===== src/rtl/ind_win_pkg.sv =====
package ind_win_pkg;

    localparam int PTR_W  = 8;
    localparam int BYTE_W = 8;
    localparam int WORD_W = 32;
    localparam int LANES  = WORD_W / BYTE_W;
    localparam int LANE_W = $clog2(LANES);
    localparam int SLOT_W = PTR_W - LANE_W;

    localparam logic [PTR_W-1:0] A_WADDR     = 8'h00;
    localparam logic [PTR_W-1:0] A_WDATA     = 8'h04;
    localparam logic [PTR_W-1:0] A_RADDR     = 8'h10;
    localparam logic [PTR_W-1:0] A_RDATA     = 8'h14;
    localparam logic [PTR_W-1:0] A_WDATA_MSB = A_WDATA + PTR_W'(LANES - 1);
    localparam logic [PTR_W-1:0] A_RDATA_MSB = A_RDATA + PTR_W'(LANES - 1);
    localparam logic [PTR_W-1:0] A_TOP       = {PTR_W{1'b1}};

    localparam logic [WORD_W-1:0] ALIGN_MASK = {{(WORD_W-LANE_W){1'b1}}, {LANE_W{1'b0}}};

    typedef enum logic [1:0] {
        SQ_IDLE  = 2'd0,
        SQ_WRITE = 2'd1,
        SQ_READ  = 2'd2
    } sq_e;

    typedef enum logic [2:0] {
        REG_NONE  = 3'd0,
        REG_WADDR = 3'd1,
        REG_WDATA = 3'd2,
        REG_RADDR = 3'd3,
        REG_RDATA = 3'd4
    } reg_e;

    typedef struct packed {
        logic [WORD_W-1:0] waddr;
        logic [WORD_W-1:0] wdata;
        logic [WORD_W-1:0] raddr;
        logic [WORD_W-1:0] rdata;
    } win_regs_t;

    typedef struct packed {
        sq_e               st;
        logic              vld;
        logic [BYTE_W-1:0] rbyte;
    } seq_state_t;

    function automatic reg_e decode_slot(input logic [PTR_W-1:0] a);
        logic [SLOT_W-1:0] s;
        s = a[PTR_W-1:LANE_W];
        if (s == A_WADDR[PTR_W-1:LANE_W])      return REG_WADDR;
        else if (s == A_WDATA[PTR_W-1:LANE_W]) return REG_WDATA;
        else if (s == A_RADDR[PTR_W-1:LANE_W]) return REG_RADDR;
        else if (s == A_RDATA[PTR_W-1:LANE_W]) return REG_RDATA;
        else                                   return REG_NONE;
    endfunction

endpackage


===== src/rtl/ind_win_ptr.sv =====
module ind_win_ptr
    import ind_win_pkg::*;
(
    input  logic             clk,
    input  logic             rst_n,
    input  logic             load,
    input  logic [PTR_W-1:0] load_val,
    input  logic             adv_wr,
    input  logic             adv_rd,
    input  logic             fetch_done,
    output logic [PTR_W-1:0] ptr_q
);

    typedef struct packed {
        logic [PTR_W-1:0] ptr;
    } ptr_state_t;

    ptr_state_t d, q;

    function automatic logic [PTR_W-1:0] step(input logic [PTR_W-1:0] p);
        if (p == A_TOP) return p;
        else            return p + PTR_W'(1);
    endfunction

    always_comb begin
        d = q;
        if (load) begin
            d.ptr = load_val;
        end else if (adv_wr) begin
            if (q.ptr == A_WDATA_MSB) d.ptr = A_WDATA;
            else                      d.ptr = step(q.ptr);
        end else if (adv_rd) begin
            if (q.ptr == A_RDATA_MSB) d.ptr = A_RDATA;
            else                      d.ptr = step(q.ptr);
        end else if (fetch_done) begin
            d.ptr = A_RDATA + PTR_W'(1);
        end
    end

    always_ff @(posedge clk) begin
        if (!rst_n) q <= '0;
        else        q <= d;
    end

    assign ptr_q = q.ptr;

    AST_LOAD_TAKES: assert property (@(posedge clk) disable iff (!rst_n)
        load |=> ptr_q == $past(load_val));
    AST_TOP_HOLD: assert property (@(posedge clk) disable iff (!rst_n)
        (adv_wr || adv_rd) && ptr_q == A_TOP |=> ptr_q == A_TOP);
    AST_WDATA_REWIND: assert property (@(posedge clk) disable iff (!rst_n)
        adv_wr && ptr_q == A_WDATA_MSB |=> ptr_q == A_WDATA);
    AST_RDATA_REWIND: assert property (@(posedge clk) disable iff (!rst_n)
        adv_rd && ptr_q == A_RDATA_MSB |=> ptr_q == A_RDATA);
    AST_FETCH_NEXT: assert property (@(posedge clk) disable iff (!rst_n)
        fetch_done |=> ptr_q == A_RDATA + PTR_W'(1));

endmodule


===== src/rtl/ind_win_regs.sv =====
module ind_win_regs
    import ind_win_pkg::*;
(
    input  logic              clk,
    input  logic              rst_n,
    input  logic              wr_en,
    input  logic [PTR_W-1:0]  wr_addr,
    input  logic [BYTE_W-1:0] wr_byte,
    input  logic              ld_rdata,
    input  logic [WORD_W-1:0] bus_rdata,
    input  logic [PTR_W-1:0]  rd_addr,
    output logic [BYTE_W-1:0] rd_byte,
    output logic [WORD_W-1:0] waddr,
    output logic [WORD_W-1:0] wdata,
    output logic [WORD_W-1:0] raddr
);

    win_regs_t d, q;

    logic [BYTE_W-1:0] waddr_l [LANES];
    logic [BYTE_W-1:0] wdata_l [LANES];
    logic [BYTE_W-1:0] raddr_l [LANES];
    logic [BYTE_W-1:0] rdata_l [LANES];

    for (genvar g = 0; g < LANES; g++) begin : g_lane
        assign waddr_l[g] = q.waddr[g*BYTE_W +: BYTE_W];
        assign wdata_l[g] = q.wdata[g*BYTE_W +: BYTE_W];
        assign raddr_l[g] = q.raddr[g*BYTE_W +: BYTE_W];
        assign rdata_l[g] = q.rdata[g*BYTE_W +: BYTE_W];
    end

    logic [LANE_W-1:0] wlane;
    logic [LANE_W-1:0] rlane;
    assign wlane = wr_addr[LANE_W-1:0];
    assign rlane = rd_addr[LANE_W-1:0];

    always_comb begin
        d = q;
        if (wr_en) begin
            unique case (decode_slot(wr_addr))
                REG_WADDR: d.waddr[int'(wlane)*BYTE_W +: BYTE_W] = wr_byte;
                REG_WDATA: d.wdata[int'(wlane)*BYTE_W +: BYTE_W] = wr_byte;
                REG_RADDR: d.raddr[int'(wlane)*BYTE_W +: BYTE_W] = wr_byte;
                default:   ;
            endcase
        end
        if (ld_rdata) d.rdata = bus_rdata;
    end

    always_comb begin
        unique case (decode_slot(rd_addr))
            REG_WADDR: rd_byte = waddr_l[rlane];
            REG_WDATA: rd_byte = wdata_l[rlane];
            REG_RADDR: rd_byte = raddr_l[rlane];
            REG_RDATA: rd_byte = rdata_l[rlane];
            default:   rd_byte = '0;
        endcase
    end

    always_ff @(posedge clk) begin
        if (!rst_n) q <= '0;
        else        q <= d;
    end

    assign waddr = q.waddr;
    assign wdata = q.wdata;
    assign raddr = q.raddr;

    AST_RDATA_ONLY_BUS: assert property (@(posedge clk) disable iff (!rst_n)
        !ld_rdata |=> $stable(q.rdata));
    AST_NO_WRITE_NO_CHANGE: assert property (@(posedge clk) disable iff (!rst_n)
        !wr_en |=> $stable(q.waddr) && $stable(q.wdata) && $stable(q.raddr));

endmodule


===== src/rtl/ind_win_seq.sv =====
module ind_win_seq
    import ind_win_pkg::*;
(
    input  logic              clk,
    input  logic              rst_n,
    input  logic              ptr_load,
    input  logic              wr_stb,
    input  logic              rd_req,
    input  logic [PTR_W-1:0]  ptr,
    input  logic [WORD_W-1:0] waddr,
    input  logic [WORD_W-1:0] wdata,
    input  logic [WORD_W-1:0] raddr,
    input  logic [BYTE_W-1:0] mux_byte,
    input  logic [BYTE_W-1:0] ack_byte,
    input  logic              bus_ack,
    output logic              acc_load,
    output logic              acc_wr,
    output logic              acc_rd_plain,
    output logic              fetch_done,
    output logic              busy,
    output logic              bus_req,
    output logic              bus_we,
    output logic [WORD_W-1:0] bus_addr,
    output logic [WORD_W-1:0] bus_wdata,
    output logic              rd_vld,
    output logic [BYTE_W-1:0] rd_byte
);

    seq_state_t d, q;
    logic idle, acc_rd, fetch, launch;

    always_comb begin
        idle         = (q.st == SQ_IDLE);
        acc_load     = idle && ptr_load;
        acc_wr       = idle && !ptr_load && wr_stb;
        acc_rd       = idle && !ptr_load && !wr_stb && rd_req;
        fetch        = acc_rd && (ptr == A_RDATA);
        acc_rd_plain = acc_rd && !fetch;
        launch       = acc_wr && (ptr == A_WDATA_MSB);
        fetch_done   = (q.st == SQ_READ) && bus_ack;

        d     = q;
        d.vld = 1'b0;
        unique case (q.st)
            SQ_IDLE: begin
                if (launch) begin
                    d.st = SQ_WRITE;
                end else if (fetch) begin
                    d.st = SQ_READ;
                end else if (acc_rd_plain) begin
                    d.vld   = 1'b1;
                    d.rbyte = mux_byte;
                end
            end
            SQ_WRITE: begin
                if (bus_ack) d.st = SQ_IDLE;
            end
            SQ_READ: begin
                if (bus_ack) begin
                    d.st    = SQ_IDLE;
                    d.vld   = 1'b1;
                    d.rbyte = ack_byte;
                end
            end
            default: d.st = SQ_IDLE;
        endcase
    end

    always_ff @(posedge clk) begin
        if (!rst_n) q <= '{st: SQ_IDLE, vld: 1'b0, rbyte: '0};
        else        q <= d;
    end

    assign busy      = (q.st != SQ_IDLE);
    assign bus_req   = (q.st != SQ_IDLE);
    assign bus_we    = (q.st == SQ_WRITE);
    assign bus_addr  = ((q.st == SQ_WRITE) ? waddr : raddr) & ALIGN_MASK;
    assign bus_wdata = wdata;
    assign rd_vld    = q.vld;
    assign rd_byte   = q.rbyte;

    AST_FETCH_DEFERS: assert property (@(posedge clk) disable iff (!rst_n)
        fetch |=> busy && !rd_vld);
    AST_ACK_RETURNS: assert property (@(posedge clk) disable iff (!rst_n)
        fetch_done |=> rd_vld && !busy);
    AST_WR_LAUNCH: assert property (@(posedge clk) disable iff (!rst_n)
        launch |=> bus_req && bus_we);
    AST_BUSY_UNTIL_ACK: assert property (@(posedge clk) disable iff (!rst_n)
        busy && !bus_ack |=> busy);
    AST_ACK_ENDS: assert property (@(posedge clk) disable iff (!rst_n)
        busy && bus_ack |=> !busy);
    AST_PLAIN_READ: assert property (@(posedge clk) disable iff (!rst_n)
        acc_rd_plain |=> rd_vld);
    AST_ONE_ACCEPT: assert property (@(posedge clk) disable iff (!rst_n)
        $onehot0({acc_load, acc_wr, acc_rd}));

endmodule


===== src/rtl/ind_win_top.sv =====
module ind_win_top
    import ind_win_pkg::*;
(
    input  logic        clk,
    input  logic        rst_n,
    input  logic        ptr_load,
    input  logic [7:0]  ptr_val,
    input  logic        wr_stb,
    input  logic [7:0]  wr_byte,
    input  logic        rd_req,
    output logic        rd_vld,
    output logic [7:0]  rd_byte,
    output logic [7:0]  ptr_out,
    output logic        busy,
    output logic        bus_req,
    output logic        bus_we,
    output logic [31:0] bus_addr,
    output logic [31:0] bus_wdata,
    input  logic        bus_ack,
    input  logic [31:0] bus_rdata
);

    logic [PTR_W-1:0]  ptr_q;
    logic [WORD_W-1:0] waddr, wdata, raddr;
    logic [BYTE_W-1:0] mux_byte;
    logic              acc_load, acc_wr, acc_rd_plain, fetch_done;

    ind_win_seq u_seq (
        .clk          (clk),
        .rst_n        (rst_n),
        .ptr_load     (ptr_load),
        .wr_stb       (wr_stb),
        .rd_req       (rd_req),
        .ptr          (ptr_q),
        .waddr        (waddr),
        .wdata        (wdata),
        .raddr        (raddr),
        .mux_byte     (mux_byte),
        .ack_byte     (bus_rdata[BYTE_W-1:0]),
        .bus_ack      (bus_ack),
        .acc_load     (acc_load),
        .acc_wr       (acc_wr),
        .acc_rd_plain (acc_rd_plain),
        .fetch_done   (fetch_done),
        .busy         (busy),
        .bus_req      (bus_req),
        .bus_we       (bus_we),
        .bus_addr     (bus_addr),
        .bus_wdata    (bus_wdata),
        .rd_vld       (rd_vld),
        .rd_byte      (rd_byte)
    );

    ind_win_ptr u_ptr (
        .clk        (clk),
        .rst_n      (rst_n),
        .load       (acc_load),
        .load_val   (ptr_val),
        .adv_wr     (acc_wr),
        .adv_rd     (acc_rd_plain),
        .fetch_done (fetch_done),
        .ptr_q      (ptr_q)
    );

    ind_win_regs u_regs (
        .clk       (clk),
        .rst_n     (rst_n),
        .wr_en     (acc_wr),
        .wr_addr   (ptr_q),
        .wr_byte   (wr_byte),
        .ld_rdata  (fetch_done),
        .bus_rdata (bus_rdata),
        .rd_addr   (ptr_q),
        .rd_byte   (mux_byte),
        .waddr     (waddr),
        .wdata     (wdata),
        .raddr     (raddr)
    );

    assign ptr_out = ptr_q;

    AST_BUSY_FREEZES_PTR: assert property (@(posedge clk) disable iff (!rst_n)
        busy && !bus_ack |=> $stable(ptr_out));

endmodule


===== config.mk =====
export PLATFORM = sky130hd
export DESIGN_NAME = ind_win_top
export DESIGN_NICKNAME = d
export VERILOG_FILES = /design/src/rtl/ind_win_pkg.sv /design/src/rtl/ind_win_ptr.sv /design/src/rtl/ind_win_regs.sv /design/src/rtl/ind_win_seq.sv /design/src/rtl/ind_win_top.sv
export SDC_FILE = /design/constraint.sdc
export NUM_CORES = 1
export LEC_CHECK = 0
export CORE_MARGIN = 2
export CORE_UTILIZATION = 55
export CTS_CLUSTER_DIAMETER = 30
export DETAILED_ROUTE_END_ITERATION = 12
export PLACE_DENSITY = 0.84
export SLEW_MARGIN = 10
export SYNTH_ARGS = -nofsm -noshare
export SYNTH_HDL_FRONTEND = slang
export SYNTH_HIERARCHICAL = 1
export SYNTH_SLANG_ARGS = --single-unit

===== constraint.sdc =====
create_clock -name clk -period 2.65 [get_ports clk]
set_input_delay 0.265 -clock clk [delete_from_list [all_inputs] [get_ports clk]]
set_output_delay 0.265 -clock clk [all_outputs]
set_load 0.01 [all_outputs]

==> impl_metrics.toml, run 1 <==
[global_route]
grt_overflow = 0
use_met2_pct = 42.87
use_met1_pct = 36.06
grt_pass1_vias = 6239
grt_first_pass_wirelength_um = 34390
grt.met3_usage_pct = 6.232
top_usage_layer = "met2"
antenna_found_initial = 0
grt_use_total_pct = 27.00
grt_max_degree = 144

[synth]
syn_inst = 874
avgSynthCellArea_sq_um = 10.03
netlist_area_sq_um = 8765
yosys_warnings = 6

[route]
via_per_inst = 5.965
drc = 0
drt_iter0_drc = 720
dr.pass1.iters = 6
dr_total_vias = 6597
routed_wl_um = 23020
detail-route-antenna-nets = 0
wl_per_cell_um = 20.81

[power_and_ir_drop]
vdd_drop_max_mv = 0.4791
p_leak_nw = 4.157
power_density_nw_per_um2 = 520.7
finalPower_w = 0.005226

[finish]
synthToLayoutAreaGrowth_pct = 14.50
drive_gt1_share_pct = 14.38
final_nets = 937
diodes = 0

[cts]
postCtsResizedCells = 0
cts_tree = "yes"
cts-buffers-inserted = 17
clkTransAtPathRegs_ps = 60
clkSinkCount = 147
cts-root-buf = "clkbuf_16"
htreeDepth = 4
cts_hold_buffers = 0
post_cts_buffers = 0
clock_latency_ps = 430
clockBufferDepth = 2

[timing]
period_share_pct = 96.07
tns_ps = 0
hold_viol_final = 0
max_slew_margin_pct = 56.82
rsz0062_at_grt = "no"
fin_skew_ps = 9.559
fmax_ghz = 0.3928
finalCriticalPeriod_ps = 2546
worst_pin_slew_ps = 647.7
report.final.slew_viol_count = 0
setup_viol = 0

[worst_setup_path]
r2r_start = "u_ptr/ptr_q[0]"
worst-path-stages = 4
start_kind = "flop"
worstSetupEndpoint = "bus_addr[17]"
cp.arrival_ps = 2280
rrSetupSlack_ps = 270
cp_num_buf_inv = 2
cp_slowest_cell = "clkdlybuf4s50_1"
r2r_end = "u_seq/rd_byte[3]"
crit_type = "reg2out"
cpPeakStageDelay_ps = 490
path_cells = "and2b_1 > buf_12 > mux2_2 > clkdlybuf4s50_1"
r2r_cells = 6
cp-end-kind = "primary output"
worstPathMaxFanout = 31
cp-startpoint = "u_seq/q[9]"
cpLargestDelayFamily = "buffers and inverters"
required_ps = 2380

[die]
row_count = 46
core_area_sq_um = 15710
die-height_um = 130.2
die_area_sq_um = 16960
die_w_um = 130.2
ioPinCount = 138
start_util_pct = 55.78

[place]
dp_hpwl_um = 15790
io_buffers = 135
gp_congestion = 0.8936

[worst_hold_path]
hold_path_class = "in2reg"

[flow_run]
max-cap-violations = 0

[outcome]
status = "complete, no violations"
## report_power, final
part | total, W | internal, W | leakage, nW | switching (W)
Combinational | 0.000541 | 0.000250 | 2.68 | 0.000291
Sequential | 0.00225 | 0.00222 | 1.19 | 0.0000268
Clock | 0.00243 | 0.00146 | 0.288 | 0.000976
Total | 0.00523 | 0.00393 | 4.16 | 0.00129
## through the flow
step / utilization, % / setup slack (ps) / hold slack, ps / cell area [sq um] / instances
floorplan: - / 312.3 / 393.2 / 8768 / 875
finish: 63.87 / 104.2 / 191.0 / 10040 / 1106
global placement: 60.08 / 366.3 / 440.5 / 9440 / 1074
CTS: 63.87 / 127.4 / 180.3 / 10040 / 1106
global route: 63.87 / 76.07 / 207.3 / 10040 / 1106
detailed placement: 60.08 / 315.8 / 456.5 / 9440 / 1074
## sequential cells by signal, summed over array words and instances (netlist names)
register,flops
u_seq/rd_byte,8
u_regs/raddr,32
u_regs/q,32
u_seq/q,2
u_seq/rd_vld,1
u_regs/wdata,32
u_ptr/ptr_q,8
u_regs/waddr,32
## per-layer routing
metal,vias to the layer above,share of wire [%],routed length (um)
li1,2986,-,-
met1,3199,41,9551
met2,366,47,10700
met3,46,9.5,2177
met4,0,2.5,582
met5,-,0,0
## layout make-up
class                      count  area [sq um]
clock inverter                12         128.9
inverter                       9         33.78
fill                        1229          5677
timing repair buffer         180          1749
multi-input combinational    522          4442
tap                          216         270.3
clock buffer                  20         466.7
sequential                   147          2945
## worst min-delay path by stage
stage	startpoint	endpoint	cells past startpoint
finish	rst_n	u_regs/raddr[19]	3
global route	rst_n	u_regs/raddr[9]	3
CTS	rst_n	u_regs/waddr[19]	3
detailed placement	u_regs/raddr[1]	u_regs/raddr[1]	2
global placement	u_regs/raddr[1]	u_regs/raddr[1]	2
floorplan	rst_n	u_ptr/ptr_q[6]	1
## layout by cell type, fill, tap and decap left out, types with 4 or more instances in the layout
| master | count |
|---|---|
| dfxtp_1 | 145 |
| nand2_1 | 142 |
| clkdlybuf4s50_1 | 134 |
| mux2i_1 | 129 |
| buf_4 | 41 |
| nor2b_1 | 36 |
| nand4b_1 | 28 |
| mux4_1 | 23 |
| mux2_2 | 21 |
| nand4_1 | 19 |
| clkbuf_16 | 17 |
| a22oi_1 | 10 |
| mux4_2 | 9 |
| mux2_1 | 9 |
| inv_1 | 8 |
| o22ai_1 | 8 |
| nand3_1 | 7 |
| ha_1 | 6 |
| buf_12 | 5 |
| a21oi_1 | 5 |
| o21ai_0 | 5 |
| nor2_1 | 5 |
| clkinv_2 | 4 |
| a31oi_1 | 4 |
| or4bb_1 | 4 |
| nand4bb_1 | 4 |
| nor4bb_1 | 4 |
## worst reg2reg max path, cell delays in order, from the launching register on
cell and delay, ps:
dfxtp_2 570, buf_12 260, mux4_1 660, nand4_1 190
nand4_1 210, a22oi_1 240, o22ai_1 100
Note: power is estimated with default switching activity, not from simulation.
==> run 2, diff against run 1 <==
HOLD_SLACK_MARGIN = 0.05   (was default)
==> results of run 2 <==
Same layout as run 1: the final DEF is identical, and so are final timing and power.
==> run 3, diff against run 2 <==
CORE_UTILIZATION = 49   (was 55)
PLACE_DENSITY = 0.8   (was 0.84)
clock period = 2.19 ns   (was 2.65 ns; I/O delays follow)
==> impl_metrics.toml, run 3 (synthesis results as in run 1) <==
[outcome]
status = "complete, but fails checks"
failed_checks = "negative setup slack"

[worst_setup_path]
cpPeakStageDelay_ps = 600
r2r_end = "u_seq/rd_byte[2]"
cp_slowest_cell = "mux4_1"
worstSetupEndpoint = "u_seq/rd_byte[2]"
rrSetupSlack_ps = -10
worstPathMaxFanout = 10
cp.arrival_ps = 2490
required_ps = 2480
cp_num_buf_inv = 1
cp-startpoint = "u_ptr/ptr_q[0]"
path_cells = "buf_12 > mux4_1 > nand4b_1 > nand4_1 > a22oi_1 > o22ai_1"
crit_type = "reg2reg"
start_kind = "flop"
r2r_cells = 6
cp-end-kind = "flop"
cpLargestDelayFamily = "multiplexers"
worst-path-stages = 6
r2r_start = "u_ptr/ptr_q[0]"

[timing]
fmax_ghz = 0.4546
rsz0062_at_grt = "yes"
final.setup.worst_slack_ps = -9.615
hold_viol_final = 0
setup_viol = 1
tns_ps = -9.615
period_share_pct = 100.4
report.final.slew_viol_count = 0
finalCriticalPeriod_ps = 2200
fin_skew_ps = 12.55

[power_and_ir_drop]
power_density_nw_per_um2 = 619.7
vdd_drop_max_mv = 0.5696
p_leak_nw = 4.303

[place]
gp_congestion = 0.9768
io_buffers = 135
placed_cells = 1081
dp_hpwl_um = 16110

[finish]
drive_gt1_share_pct = 19.91
multiInputGateArea_sq_um = 4506
nFillCells = 1458
synthToLayoutAreaGrowth_pct = 15.75
fin_cells = 1124
register_area_sq_um = 2953
final_common_cell = "nand2_1"
layout_common_cells = "142 x nand2_1, 141 x dfxtp_1, 129 x mux2i_1, 103 x clkdlybuf4s50_1, 44 x buf_4"
final_nets = 947
diodes = 0

[route]
drt_iter0_drc = 649
detail-route-antenna-nets = 0
dr.pass1.iters = 5
via_per_inst = 5.927
routed_wl_um = 24810
dr_total_vias = 6662
drc = 0
wl_per_cell_um = 22.07

[global_route]
grt_use_total_pct = 25.70
grt_pass1_vias = 6291
grt_first_pass_wirelength_um = 36290
antenna_found_initial = 0
grt_overflow = 0
grt_max_degree = 115

[cts]
cts-buffers-inserted = 17
cts_tree = "yes"
clkTransAtPathRegs_ps = 60
cts-root-buf = "clkbuf_16"
clkSinkCount = 147
htreeDepth = 4
clockBufferDepth = 2
clock_latency_ps = 420

[die]
core_area_sq_um = 17420
die_area_sq_um = 18970
die-height_um = 137.7
die_w_um = 137.7
ioPinCount = 138
start_util_pct = 50.32
row_count = 48

[flow_run]
max-cap-violations = 0

[worst_hold_path]
hold_path_class = "in2reg"
## run 3: layout make-up
type | instances | area share [%]
multi-input cells | 522 | 44.41
flip-flops and latches | 147 | 29.11
repair buffers | 190 | 17.70
clock buffers | 18 | 4.329
well taps | 225 | 2.775
clock inverters | 13 | 1.344
inverters | 9 | 0.3330
## run 3: where the power goes
group	total (W)	internal [W]	switching [W]
Sequential	0.00271	0.00269	0.0000204
Clock	0.00285	0.00170	0.00115
Combinational	0.000729	0.000332	0.000397
Total	0.00629	0.00472	0.00157
## run 3: per-stage QoR
stage | hold slack (ps) | utilization (%) | worst slack, ps | total power [W] | area, sq um
after CTS | 383.4 | 58.10 | -72.89 | 0.006255 | 10120
after global routing | 398.4 | 58.25 | -44.97 | 0.006486 | 10140
final | 403.6 | 58.25 | -9.615 | 0.006287 | 10140
after detailed placement | 449.0 | 54.27 | -92.45 | 0.003439 | 9452
after floorplan | 347.2 | - | 2.654 | 0.003165 | 8771
after global placement | 445.2 | 54.27 | -42.59 | 0.003431 | 9452
## run 3: how the worst min path moves through the flow
stage / startpoint / endpoint / slack [ps] / cells past startpoint
after floorplan: rst_n / u_ptr/ptr_q[6] / 350 / 1
after global placement: u_regs/waddr[0] / u_regs/waddr[0] / 450 / 2
after detailed placement: u_seq/rd_byte[7] / u_seq/rd_byte[7] / 450 / 2
after CTS: rst_n / u_seq/q[10] / 380 / 3
after global routing: ptr_val[1] / u_ptr/ptr_q[1] / 400 / 3
final: rst_n / u_regs/waddr[9] / 400 / 4
## run 3: tightest hold or removal path, delay by kind of cell
kind | cells | cell delay, ps
buffers and inverters | 2 | 390
multiplexers | 1 | 50
AND/OR/NAND/NOR | 1 | 110
## run 3: per-layer routing
metal / track usage (%) / routed length, um / vias up
li1: - / - / 3013
met1: 33.60 / 10000 / 3204
met2: 40.99 / 11640 / 379
met3: 6.843 / 2301 / 66
met4: 9.127 / 862 / 0
met5: 0 / 0 / -
## run 3: what timing repair did
item	4_1_cts	5_1_grt
setup buffers	6	2
endpoints found under the setup margin	30	132
hold buffers	0	0
pin swaps	0	3
gates cloned	2	2
gates resized for setup	65	51
